[src/rtl/pirq_pkg.sv]
package pirq_pkg;
  localparam int OFS_W = 16;
  localparam logic [OFS_W-1:0] OFS_STAT  = 16'h1008;
  localparam logic [OFS_W-1:0] OFS_ENSET = 16'h1010;
  localparam logic [OFS_W-1:0] OFS_ENCLR = 16'h1014;
  localparam logic [OFS_W-1:0] OFS_UPPER = 16'h101C;
endpackage

[src/rtl/pirq_status.sv]
module pirq_status #(
  parameter int STAT_W  = 12,
  parameter int RDY_BIT = 2
) (
  input  logic              clk,
  input  logic              rst,
  input  logic [STAT_W-1:0] evt_set,
  input  logic [STAT_W-1:0] clr_mask,
  input  logic              port_rdy,
  output logic [STAT_W-1:0] stat_q
);
  logic              rdy_q;
  logic              rdy_rise;
  logic [STAT_W-1:0] set_vec;

  assign rdy_rise = port_rdy & ~rdy_q;

  for (genvar i = 0; i < STAT_W; i++) begin : g_set
    if (i == RDY_BIT) begin : g_rdy
      assign set_vec[i] = rdy_rise;
    end else begin : g_evt
      assign set_vec[i] = evt_set[i];
    end
  end

  always_ff @(posedge clk) begin
    if (rst) begin
      rdy_q  <= 1'b0;
      stat_q <= '0;
    end else begin
      rdy_q  <= port_rdy;
      stat_q <= (stat_q & ~clr_mask) | set_vec;
    end
  end
endmodule

[src/rtl/pirq_mask.sv]
module pirq_mask #(
  parameter int              STAT_W  = 12,
  parameter int              SEL_W   = 2,
  parameter logic [STAT_W-1:0] EN_MASK = 12'h8FF
) (
  input  logic              clk,
  input  logic              rst,
  input  logic              set_wr,
  input  logic              clr_wr,
  input  logic [STAT_W-1:0] wbits,
  input  logic [SEL_W-1:0]  wsel,
  output logic [STAT_W-1:0] en_q,
  output logic [SEL_W-1:0]  sel_q
);
  logic [STAT_W-1:0] wmasked;
  assign wmasked = wbits & EN_MASK;

  always_ff @(posedge clk) begin
    if (rst) begin
      en_q  <= '0;
      sel_q <= '0;
    end else begin
      if (set_wr) en_q <= en_q | wmasked;
      else if (clr_wr) en_q <= en_q & ~wmasked;
      if (set_wr || clr_wr) sel_q <= wsel;
    end
  end
endmodule

[src/rtl/pirq_route.sv]
module pirq_route #(
  parameter int STAT_W = 12,
  parameter int SEL_W  = 2,
  parameter int LINES  = 4,
  parameter int THR_LO = 8,
  parameter int THR_N  = 3
) (
  input  logic              clk,
  input  logic              rst,
  input  logic [STAT_W-1:0] stat,
  input  logic [STAT_W-1:0] en,
  input  logic [THR_N-1:0]  thr_qual,
  input  logic [SEL_W-1:0]  sel,
  output logic [LINES-1:0]  irq_line
);
  logic pend;
  assign pend = (|(stat & en)) | (|(stat[THR_LO +: THR_N] & thr_qual));

  for (genvar l = 0; l < LINES; l++) begin : g_line
    always_ff @(posedge clk) begin
      if (rst) irq_line[l] <= 1'b0;
      else     irq_line[l] <= pend && (sel == SEL_W'(l));
    end
  end
endmodule

[src/rtl/port_irq_unit.sv]
module port_irq_unit #(
  parameter int              DATA_W  = 32,
  parameter int              ADDR_W  = 16,
  parameter int              STAT_W  = 12,
  parameter int              LINES   = 4,
  parameter int              RDY_BIT = 2,
  parameter int              THR_LO  = 8,
  parameter int              THR_N   = 3,
  parameter logic [STAT_W-1:0] EN_MASK = 12'h8FF
) (
  input  logic              clk,
  input  logic              rst,
  input  logic              bus_wr,
  input  logic              bus_rd,
  input  logic [ADDR_W-1:0] bus_addr,
  input  logic [DATA_W-1:0] bus_wdata,
  output logic [DATA_W-1:0] bus_rdata,
  input  logic [STAT_W-1:0] evt_set,
  input  logic              port_rdy,
  input  logic [THR_N-1:0]  thr_qual,
  input  logic              act_lo_wr,
  input  logic              act64_en,
  output logic              act_upper_vld,
  output logic [DATA_W-1:0] act_upper,
  output logic [LINES-1:0]  irq_line
);
  import pirq_pkg::*;

  localparam int SEL_W = $clog2(LINES);
  localparam int PAD_W = DATA_W - SEL_W - STAT_W;

  logic              hit_stat, hit_set, hit_clr, hit_up;
  logic [STAT_W-1:0] stat_q, en_q, clr_mask;
  logic [SEL_W-1:0]  sel_q;
  logic [DATA_W-1:0] upper_q, rd_mux;

  assign hit_stat = (bus_addr == ADDR_W'(OFS_STAT));
  assign hit_set  = (bus_addr == ADDR_W'(OFS_ENSET));
  assign hit_clr  = (bus_addr == ADDR_W'(OFS_ENCLR));
  assign hit_up   = (bus_addr == ADDR_W'(OFS_UPPER));
  assign clr_mask = (bus_wr && hit_stat) ? bus_wdata[STAT_W-1:0] : '0;

  pirq_status #(.STAT_W(STAT_W), .RDY_BIT(RDY_BIT)) u_stat (
    .clk(clk), .rst(rst), .evt_set(evt_set), .clr_mask(clr_mask),
    .port_rdy(port_rdy), .stat_q(stat_q)
  );

  pirq_mask #(.STAT_W(STAT_W), .SEL_W(SEL_W), .EN_MASK(EN_MASK)) u_mask (
    .clk(clk), .rst(rst), .set_wr(bus_wr && hit_set), .clr_wr(bus_wr && hit_clr),
    .wbits(bus_wdata[STAT_W-1:0]), .wsel(bus_wdata[DATA_W-1 -: SEL_W]),
    .en_q(en_q), .sel_q(sel_q)
  );

  pirq_route #(.STAT_W(STAT_W), .SEL_W(SEL_W), .LINES(LINES),
               .THR_LO(THR_LO), .THR_N(THR_N)) u_route (
    .clk(clk), .rst(rst), .stat(stat_q), .en(en_q), .thr_qual(thr_qual),
    .sel(sel_q), .irq_line(irq_line)
  );

  always_comb begin
    rd_mux = '0;
    if (hit_stat)               rd_mux = {{(DATA_W-STAT_W){1'b0}}, stat_q};
    else if (hit_set || hit_clr) rd_mux = {sel_q, {PAD_W{1'b0}}, en_q};
    else if (hit_up)            rd_mux = upper_q;
  end

  always_ff @(posedge clk) begin
    if (rst) begin
      upper_q       <= '0;
      bus_rdata     <= '0;
      act_upper_vld <= 1'b0;
      act_upper     <= '0;
    end else begin
      if (bus_wr && hit_up) upper_q <= bus_wdata;
      bus_rdata     <= bus_rd ? rd_mux : '0;
      act_upper_vld <= act_lo_wr && act64_en;
      if (act_lo_wr && act64_en) act_upper <= upper_q;
    end
  end
endmodule

[config.mk]
export PLATFORM = sky130hd
export DESIGN_NAME = port_irq_unit
export DESIGN_NICKNAME = d
export VERILOG_FILES = /design/src/rtl/pirq_pkg.sv /design/src/rtl/pirq_status.sv /design/src/rtl/pirq_mask.sv /design/src/rtl/pirq_route.sv /design/src/rtl/port_irq_unit.sv
export SDC_FILE = /design/constraint.sdc
export NUM_CORES = 1
export LEC_CHECK = 0
export ABC_CLOCK_PERIOD_IN_PS = 5290
export BUFFER_PORTS_ARGS = -buffer_cell sky130_fd_sc_hd__clkbuf_2
export CORE_UTILIZATION = 30
export CTS_BUF_LIST = sky130_fd_sc_hd__clkbuf_4
export CTS_CLUSTER_SIZE = 16
export DETAILED_ROUTE_END_ITERATION = 6
export HOLD_SLACK_MARGIN = 0.12
export PLACE_DENSITY_LB_ADDON = 0.12
export SETUP_SLACK_MARGIN = 0.15
export SLEW_MARGIN = 40
export SYNTH_ARGS = -nofsm -noshare
export SYNTH_HDL_FRONTEND = slang
export SYNTH_HIERARCHICAL = 1
export SYNTH_SLANG_ARGS = --single-unit
[constraint.sdc]
create_clock -name clk -period 5.29 [get_ports clk]
set_clock_uncertainty 0.2 [all_clocks]
set_input_delay 0.2645 -clock clk [delete_from_list [all_inputs] [get_ports clk]]
set_output_delay 0.2645 -clock clk [all_outputs]
set_load 0.005 [all_outputs]
; Word level (Yosys, flattened, before mapping)
; Cells that the tools add are included.
[totals]
elab_cells = 58
regBits = 128
[op_classes]
n_reduce_logical = 18
eq_ne = 7
muxes = 6
bitwise_logic = 13
[op_table]
columns = cell, count
row1 = $eq 16x13->1 const B, 4
row2 = $mux 32, 2
row3 = $mux 12, 4
row4 = $and 12x12->12, 3
row5 = $not 12->12, 2
row6 = $or 12x12->12, 2
row7 = $reduce_or 12->1, 1
row8 = $logic_and 1x1->1, 9
row9 = $reduce_or 3->1, 2
row10 = $reduce_or 5->1, 1
row11 = $eq 2x2->1 const B, 2
row12 = $and 3x3->3, 1
row13 = $not 1->1, 3
row14 = $eq 2x1->1 const B, 1
row15 = $logic_not 2->1, 1
row16 = $logic_or 1x1->1, 2
row17 = $reduce_bool 2->1, 1
row18 = $reduce_or 2->1, 1
row19 = $and 1x1->1, 1
row20 = $or 1x1->1, 1

; Logic depth before layout (Yosys ltp)
; Gate-level depths: netlist (run 1).
[logic_depth]
depth_word = 6
depth_mapped = 8

; By module
; Netlist (run 1), hierarchy kept.
[modules_own_cells]
columns = module, n_inst, cells_each, seq_area_each_um2, area_per_inst_um2
row1 = port_irq_unit, 1, 476, 1941.9, 3803.6
row2 = pirq_status, 1, 51, 260.2, 498.0
row3 = pirq_mask, 1, 51, 220.2, 473.0
row4 = pirq_route, 1, 21, 80.1, 229.0

; Worst setup path before layout (run 1)
; No wires, ideal clock.
[synth_path]
kind = in2reg
start = in bus_addr[9]
end = reg u_mask.sel_q[0]
t_arrival_ps = 1968
n_path_buf = 3
cell_stages = 8
setup_slack_ps = 3052
path_cell_list = nor4b_2 -> nand4_1 -> clkbuf_1 -> clkbuf_1 -> nor4_1 -> buf_2 -> o21ai_0 -> a21oi_1
[synth_via]
elab_chain_len = 3
[synth_rtl]
columns = element, line
row1 = from (decl), port_irq_unit.sv:15  ; input logic [ADDR_W-1:0] bus_addr,
row2 = "$eq 16x13->1, on equally long branches", "port_irq_unit.sv:38, port_irq_unit.sv:39"
row3 = $logic_and 1x1->1, port_irq_unit.sv:49  ; .clk(clk), .rst(rst), .set_wr(bus_wr && hit_set), .clr_wr(bus_wr && hit_clr),
row4 = $logic_or 1x1->1 (*), pirq_mask.sv:25  ; if (set_wr || clr_wr) sel_q <= wsel;
row5 = to (signal assigned), pirq_mask.sv:25
row6 = to (decl), pirq_mask.sv:13  ; output logic [SEL_W-1:0] sel_q
; Every way passes the cells marked *; elsewhere a longest branch is shown, timed or not.
; A chain may end at the register's enable or synchronous reset.

; Final worst setup path (run 1)
[layout_path]
start = in bus_addr[5]
end = reg bus_rdata[21]
[layout_via]
elab_chain_len = 3
[layout_rtl]
columns = element, line
row1 = "$eq 16x13->1, on equally long branches", "port_irq_unit.sv:38, port_irq_unit.sv:39, port_irq_unit.sv:40"
row2 = $logic_or 1x1->1 / $not 1->1 (equally long branches), n/a
row3 = $reduce_or 5->1 (no source line) (*), n/a
row4 = to (signal assigned), port_irq_unit.sv:75  ; bus_rdata <= bus_rd ? rd_mux : '0;
row5 = to (decl), port_irq_unit.sv:17  ; output logic [DATA_W-1:0] bus_rdata,
; Marks and branches as above.

==> flow_summary.ini, run 1 <==
[die]
floorplan.io_pins = 139
chipHeight_microns = 131
floorplan.core_area_sq_um = 16100
placementRows = 46
chip_width_microns = 131
start_util = 0.312
fp.dieArea_sq_um = 17200

[cells_and_area]
final_net_count = 866
top_library_cells_by_usage_in_the_layout_fill_and_taps_aside = clkbuf_2 (136), dfxtp_1 (125), nand2_1 (78), a21oi_1 (77), dlygate4sd3_1 (77)
proportion_of_layout_cells_with_a_drive_suffix_above_1 = 0.253
number_of_non_filler_instances_in_the_completed_layout = 1025
synthToLayoutAreaGrowth_pct = 37.8
mostFrequentLayoutCell = clkbuf_2
n_fill_cell = 1692
antenna_cells_inserted = 0

[yosys]
cell_types_occupying_the_most_area_after_synthesis = dfxtp_1 (50%), a21oi_1 (7.7%), nand2_1 (5.9%)
yosys.area.top_type = dfxtp_1
syn_area_sq_um = 5000
ys_ff_latch = 125
synthesis.yosys.warnings = 6
syn-instance-count = 599
number_of_enable_flip_flop_cells_after_synthesis = 0
syn_area_per_cell_sq_um = 8.35
synth.lib_cells_used.distinct = 39
synth_async_sr_flop_share = 0
ys_seq_area_frac = 0.500
synth_top_area_share = 0.500
ys_dominant_reg_cell = dfxtp_1

[grt]
maximum_number_of_pins_on_one_net_before_global_route_repair = 87
globalRoute.totalOverflow = 0
grt_antenna_before_repair = 0
grt_pass1_vias = 4432
grt.total_usage = 0.163
grt_pass1_wl_mm = 22.2

[critical_path]
timing.critical_path.arrival_ns = 3.63
required_ns = 5.56
crit_chain = dlygate4sd3_1 > clkbuf_2 > nor4b_4 > dlygate4sd3_1 > buf_6 > nand3_2 > buf_4 > nor2_2 > and2_1
path_common_cell = dlygate4sd3_1
worst_path_max_delay_cell = dlygate4sd3_1
critical_path_class = input pin to flop
worst_r2r_endpoint = u_route/irq_line[2]$_SDFF_PP0_
worst-path-max-fanout = 39
ff2ff_path_depth = 4
slowest_delay_ns = 0.74
critical_path_endpoint_category = flop
regToRegSetupSlack_ns = 3.45
crit_path_start_kind = input pin

[place]
placed_cells = 916
place.port_buffers = 137
place_congestion = 0.796
dpl.hpwl_mm = 9.12

[detailed_routing]
avgViaCountPerCell = 4.52
route.met2.wl_mm = 6.09
total_wire_length_mm = 13.7
antenna_left = 0
route.met3.wl_microns = 670
route.layer.met1.wl_mm = 6.81
drc = 0
via_count = 4633
initialDrtViolationCount = 219
drt_pass1_iterations = 4
route.top_layer_used = met4
post_drt_wl_per_cell_microns = 13.4

[cts]
clock_sink_count = 125
cts_max_path_buffers = 2
worstSkewPairLatency_ns = 0.53
clk_pin_slew_worst_paths_ns = 0.11
post_cts_resize_count = 0
clock_tree.root_cell = clkbuf_4
cts_max_level = 4
numCtsBuffers = 17
tritoncts = built

[worst_hold_path]
min_from = bus_addr[10]
timing.hold.worst_endpoint = bus_rdata[3]$_SDFF_PP0_
hold_path.class = input pin to flop
hold-path-cell-count = 4

[pwr]
switching_share = 0.242
vdd.ir_drop.worst_uv = 110
power.sequential.fraction = 0.533
power_density_nw_per_um2 = 259
power.combinational.fraction = 0.075
p_int_mw = 1.36
power_dissipated_by_switching_net_loads_mw = 0.433
clock_power_share = 0.391
total_leakage_power_nw = 2.74

[timing]
rsz_0062_raised_after_global_routing = no
layout_min_cycle_time_ns = 3.36
finalSetupViolations = 0
finalHoldViolCount = 0
timing.fmax_mhz = 297
timing_max_transition_violations_final = 0
final.period_utilization = 0.636
totalNegativeSetupSlack_ns = 0
max-slew-margin-rel = 0.489
max_slew.worst_pin.slew_ns = 0.761

[run_status]
outcome = finished clean

[flow_run]
max-cap-violations = 0
==> synth_stat cells (2+ instances only) <==
library cell	n
a21bo_2	9
a21oi_1	77
a21oi_2	11
a22oi_1	15
a31oi_1	2
and2_1	19
buf_1	3
buf_4	3
buf_6	5
clkbuf_1	33
dfxtp_1	125
inv_1	56
nand2_1	78
nand2b_1	13
nand3_1	13
nand4_1	2
nor2_1	16
nor2b_1	4
nor3_1	16
o21ai_0	41
o21ai_1	8
or3_1	32
or3b_1	2
==> power groups by stage <==
| stage | Combinational (mW) | Sequential, mW | Clock [mW] |
|---|---|---|---|
| after floorplan | 0.0497 | 0.974 | 0 |
| after global placement | 0.0940 | 0.975 | 0 |
| final | 0.135 | 0.954 | 0.700 |
| after global routing | 0.147 | 0.955 | 0.772 |
| after CTS | 0.136 | 0.954 | 0.729 |
| after detailed placement | 0.0953 | 0.975 | 0 |
==> worst max-delay path: cells and delay by family <==
kind | cells | cell delay [ns]
and+or+nand+nor | 4 | 1.36
buffers and inverters | 5 | 1.98
==> worst max-delay path by stage <==
stage / startpoint / endpoint
after floorplan: bus_addr[9] / u_mask/sel_q[0]$_SDFFE_PP0P_
after global placement: bus_addr[7] / bus_rdata[27]$_SDFF_PP0_
after detailed placement: bus_addr[7] / bus_rdata[21]$_SDFF_PP0_
after CTS: bus_addr[5] / bus_rdata[21]$_SDFF_PP0_
after global routing: bus_addr[5] / bus_rdata[13]$_SDFF_PP0_
final: bus_addr[5] / bus_rdata[21]$_SDFF_PP0_
==> state kept, by name, indices dropped and copies added, names as in the netlist, named ones only <==
| name | count |
|---|---|
| act_upper | 32 |
| bus_rdata | 32 |
| upper_q | 32 |
| u_stat/stat_q | 12 |
| u_route/irq_line | 4 |
| u_mask/sel_q | 2 |
| act_upper_vld | 1 |
| u_stat/rdy_q | 1 |
==> per-layer routing <==
| layer | vias up | global-route usage |
|---|---|---|
| li1 | 2392 | - |
| met1 | 2104 | 0.212 |
| met2 | 126 | 0.259 |
| met3 | 11 | 0.0475 |
| met4 | 0 | 0.0490 |
| met5 | - | 0 |
==> final cells by class <==
class	count	area, sq um	area share
Clock buffer	20	150	0.0218
Clock inverter	12	146	0.0212
Multi-Input combinational cell	374	2090	0.303
Tap cell	216	270	0.0392
Inverter	56	210	0.0305
Timing Repair Buffer	222	1530	0.221
Sequential cell	125	2500	0.363
==> metrics by stage <==
step	setup slack (ns)	power (mW)	util	hold WS [ns]	cell area, sq um
after global placement	2.07	1.07	0.361	0.244	5800
final	1.93	1.79	0.429	0.149	6900
after floorplan	3.05	1.02	-	0.129	5010
after CTS	1.90	1.82	0.429	0.124	6900
after global routing	1.74	1.87	0.429	0.133	6900
after detailed placement	2.32	1.07	0.363	0.246	5830
==> logic make-up after synthesis <==
kind of cell,synth area share
compound gates,0.201
flops,0.500
simple gates,0.211
other cells,0.000749
buf+inv,0.0868
==> repair_timing <==
action,CTS,global route
buffers inserted,0,0
hold endpoints to repair,106,0
hold buffers,77,0
(Power assumes the default switching activity.)
==> inputs of run 2 (changes only) <==
--- a/config.mk
+++ b/config.mk
@@ -5,7 +5,7 @@
 export SDC_FILE = /design/constraint.sdc
 export NUM_CORES = 1
 export LEC_CHECK = 0
-export ABC_CLOCK_PERIOD_IN_PS = 5290
+export ABC_CLOCK_PERIOD_IN_PS = 2800
 export BUFFER_PORTS_ARGS = -buffer_cell sky130_fd_sc_hd__clkbuf_2
 export CORE_UTILIZATION = 30
 export CTS_BUF_LIST = sky130_fd_sc_hd__clkbuf_4
==> constraint.sdc (replaced) <==
create_clock -name clk -period 2.8 [get_ports clk]
set_clock_uncertainty 0.2 [all_clocks]
set_input_delay 0.14 -clock clk [delete_from_list [all_inputs] [get_ports clk]]
set_output_delay 0.14 -clock clk [all_outputs]
set_load 0.005 [all_outputs]
==> flow_summary.ini, run 2 (same netlist as run 1, synthesis figures left out) <==
[run_status]
outcome = finished clean

[place]
placed_cells = 921
place.port_buffers = 137
dpl.hpwl_mm = 9.08
place_congestion = 0.793

[timing]
final.period_utilization = 0.912
layout_min_cycle_time_ns = 2.55
max-slew-margin-rel = 0.519
max_slew.worst_pin.slew_ns = 0.722
rsz_0062_raised_after_global_routing = no
timing_max_transition_violations_final = 0
timing.fmax_mhz = 392
totalNegativeSetupSlack_ns = 0
finalSetupViolations = 0
finalHoldViolCount = 0

[cells_and_area]
multi_input_comb_area_sq_um = 2080
mostFrequentLayoutCell = clkbuf_2
biggest_registers_after_layout = act_upper (32), bus_rdata (32), upper_q (32)
n_fill_cell = 1606
register_area_sq_um = 2500
synthToLayoutAreaGrowth_pct = 44.4
antenna_cells_inserted = 0
proportion_of_layout_cells_with_a_drive_suffix_above_1 = 0.247
final_net_count = 900
number_of_non_filler_instances_in_the_completed_layout = 1057
top_library_cells_by_usage_in_the_layout_fill_and_taps_aside = clkbuf_2 (136), dfxtp_1 (125), dlygate4sd3_1 (106), nand2_1 (78), a21oi_1 (77)

[pwr]
power_density_nw_per_um2 = 476
vdd.ir_drop.worst_uv = 210
total_leakage_power_nw = 2.91

[critical_path]
critical_path_class = input pin to flop
crit_path_start_kind = input pin
required_ns = 3.11
critPathBufInv = 5
timing.critical_path.arrival_ns = 2.86
slowest_delay_ns = 0.58
critical_path.top_delay_family = buffers and inverters
worst-path-max-fanout = 78
crit_chain = clkbuf_2 > nor4b_2 > nand4_1 > buf_12 > nor4_2 > buf_4 > nand2_1 > dlygate4sd3_1 > a21oi_1 > dlygate4sd3_1
path_common_cell = dlygate4sd3_1
critical_path_endpoint_category = flop
worst_path_max_delay_cell = dlygate4sd3_1

[die]
chipHeight_microns = 131
placementRows = 46
start_util = 0.312
floorplan.core_area_sq_um = 16100
fp.dieArea_sq_um = 17200
floorplan.io_pins = 139
chip_width_microns = 131

[cts]
post_cts_resize_count = 0
clock_sink_count = 125
worstSkewPairLatency_ns = 0.55
numCtsBuffers = 17
tritoncts = built
cts_max_path_buffers = 2
cts_max_level = 4
clk_pin_slew_worst_paths_ns = 0.13
clock_tree.root_cell = clkbuf_4

[grt]
maximum_number_of_pins_on_one_net_before_global_route_repair = 79
global_route.usage.met2 = 0.280
grt_pass1_vias = 4820
met3_usage = 0.0513
grt_antenna_before_repair = 0
top_usage_layer = met2
grt.total_usage = 0.174
fraction_of_met1_tracks_used_by_global_routing = 0.224
globalRoute.totalOverflow = 0
grt_pass1_wl_mm = 23.8

[worst_hold_path]
hold_path.class = input pin to flop

[detailed_routing]
drc = 0
avgViaCountPerCell = 4.57
via_count = 4832
total_wire_length_mm = 14.4
post_drt_wl_per_cell_microns = 13.6
antenna_left = 0
drt_pass1_iterations = 4
initialDrtViolationCount = 245

[flow_run]
max-cap-violations = 0
## run 2: cell types whose count changed in the layout (fill, tap and decap cells not counted), moves of 2 or more
cell           change
buf_6              -2
clkbuf_4           -3
dlygate4sd3_1     +29
buf_4              +6
## run 2: final timing paths
check	startpoint	end	slack (ns)	cells after the start
setup / recovery	bus_addr[9]	flop	0.25	10
hold / removal	bus_wr	upper_q[20]$_SDFFE_PP0P_	0.15	5
setup reg to reg	u_mask/sel_q[1]$_SDFFE_PP0P_	bus_rdata[31]$_SDFF_PP0_	0.59	5
hold reg to reg	act_upper[18]$_SDFFE_PP0P_	act_upper[18]$_SDFFE_PP0P_	0.26	2
## run 2: cell type report
type,instances,area share
sequential,125,0.346
multi-input combinational,374,0.288
timing repair buffer,256,0.257
tap,216,0.0374
inverter,56,0.0291
clock inverter,13,0.0242
clock buffer,17,0.0177
## run 2: worst register-to-register path: cells and delay by family, from the launching register on
family                 cells  cell delay [ns]
buffers and inverters      2             1.14
flip-flops                 1             0.49
AND/OR/NAND/NOR            2             0.29
AO/OA/AOI/OAI              1             0.05
## run 2: stage by stage
step	setup slack (ns)	cell area (sq um)	power (mW)	hold WS, ns	util
after global placement	0.755	5860	2.03	0.169	0.365
after global routing	0.153	7230	3.60	0.152	0.450
after detailed placement	0.718	5860	2.03	0.171	0.365
after CTS	0.326	7230	3.48	0.122	0.450
final	0.246	7230	3.44	0.149	0.450
after floorplan	0.687	5010	1.93	0.00427	-
## run 2: report_power, final
group | total, mW | internal, mW | switching [mW]
sequential | 1.80 | 1.79 | 0.0102
combinational | 0.262 | 0.133 | 0.129
clock | 1.38 | 0.688 | 0.690
## run 2: repair_timing
item | 4_1_cts | 5_1_grt
hold buffers | 106 | 0
endpoints found under the hold margin | 107 | 0
buffers inserted | 0 | 0
## run 2: routing by layer
metal	up-vias	routed length, microns
li1	2455	-
met1	2220	7030
met2	146	6550
met3	11	703
met4	0	136
met5	-	0
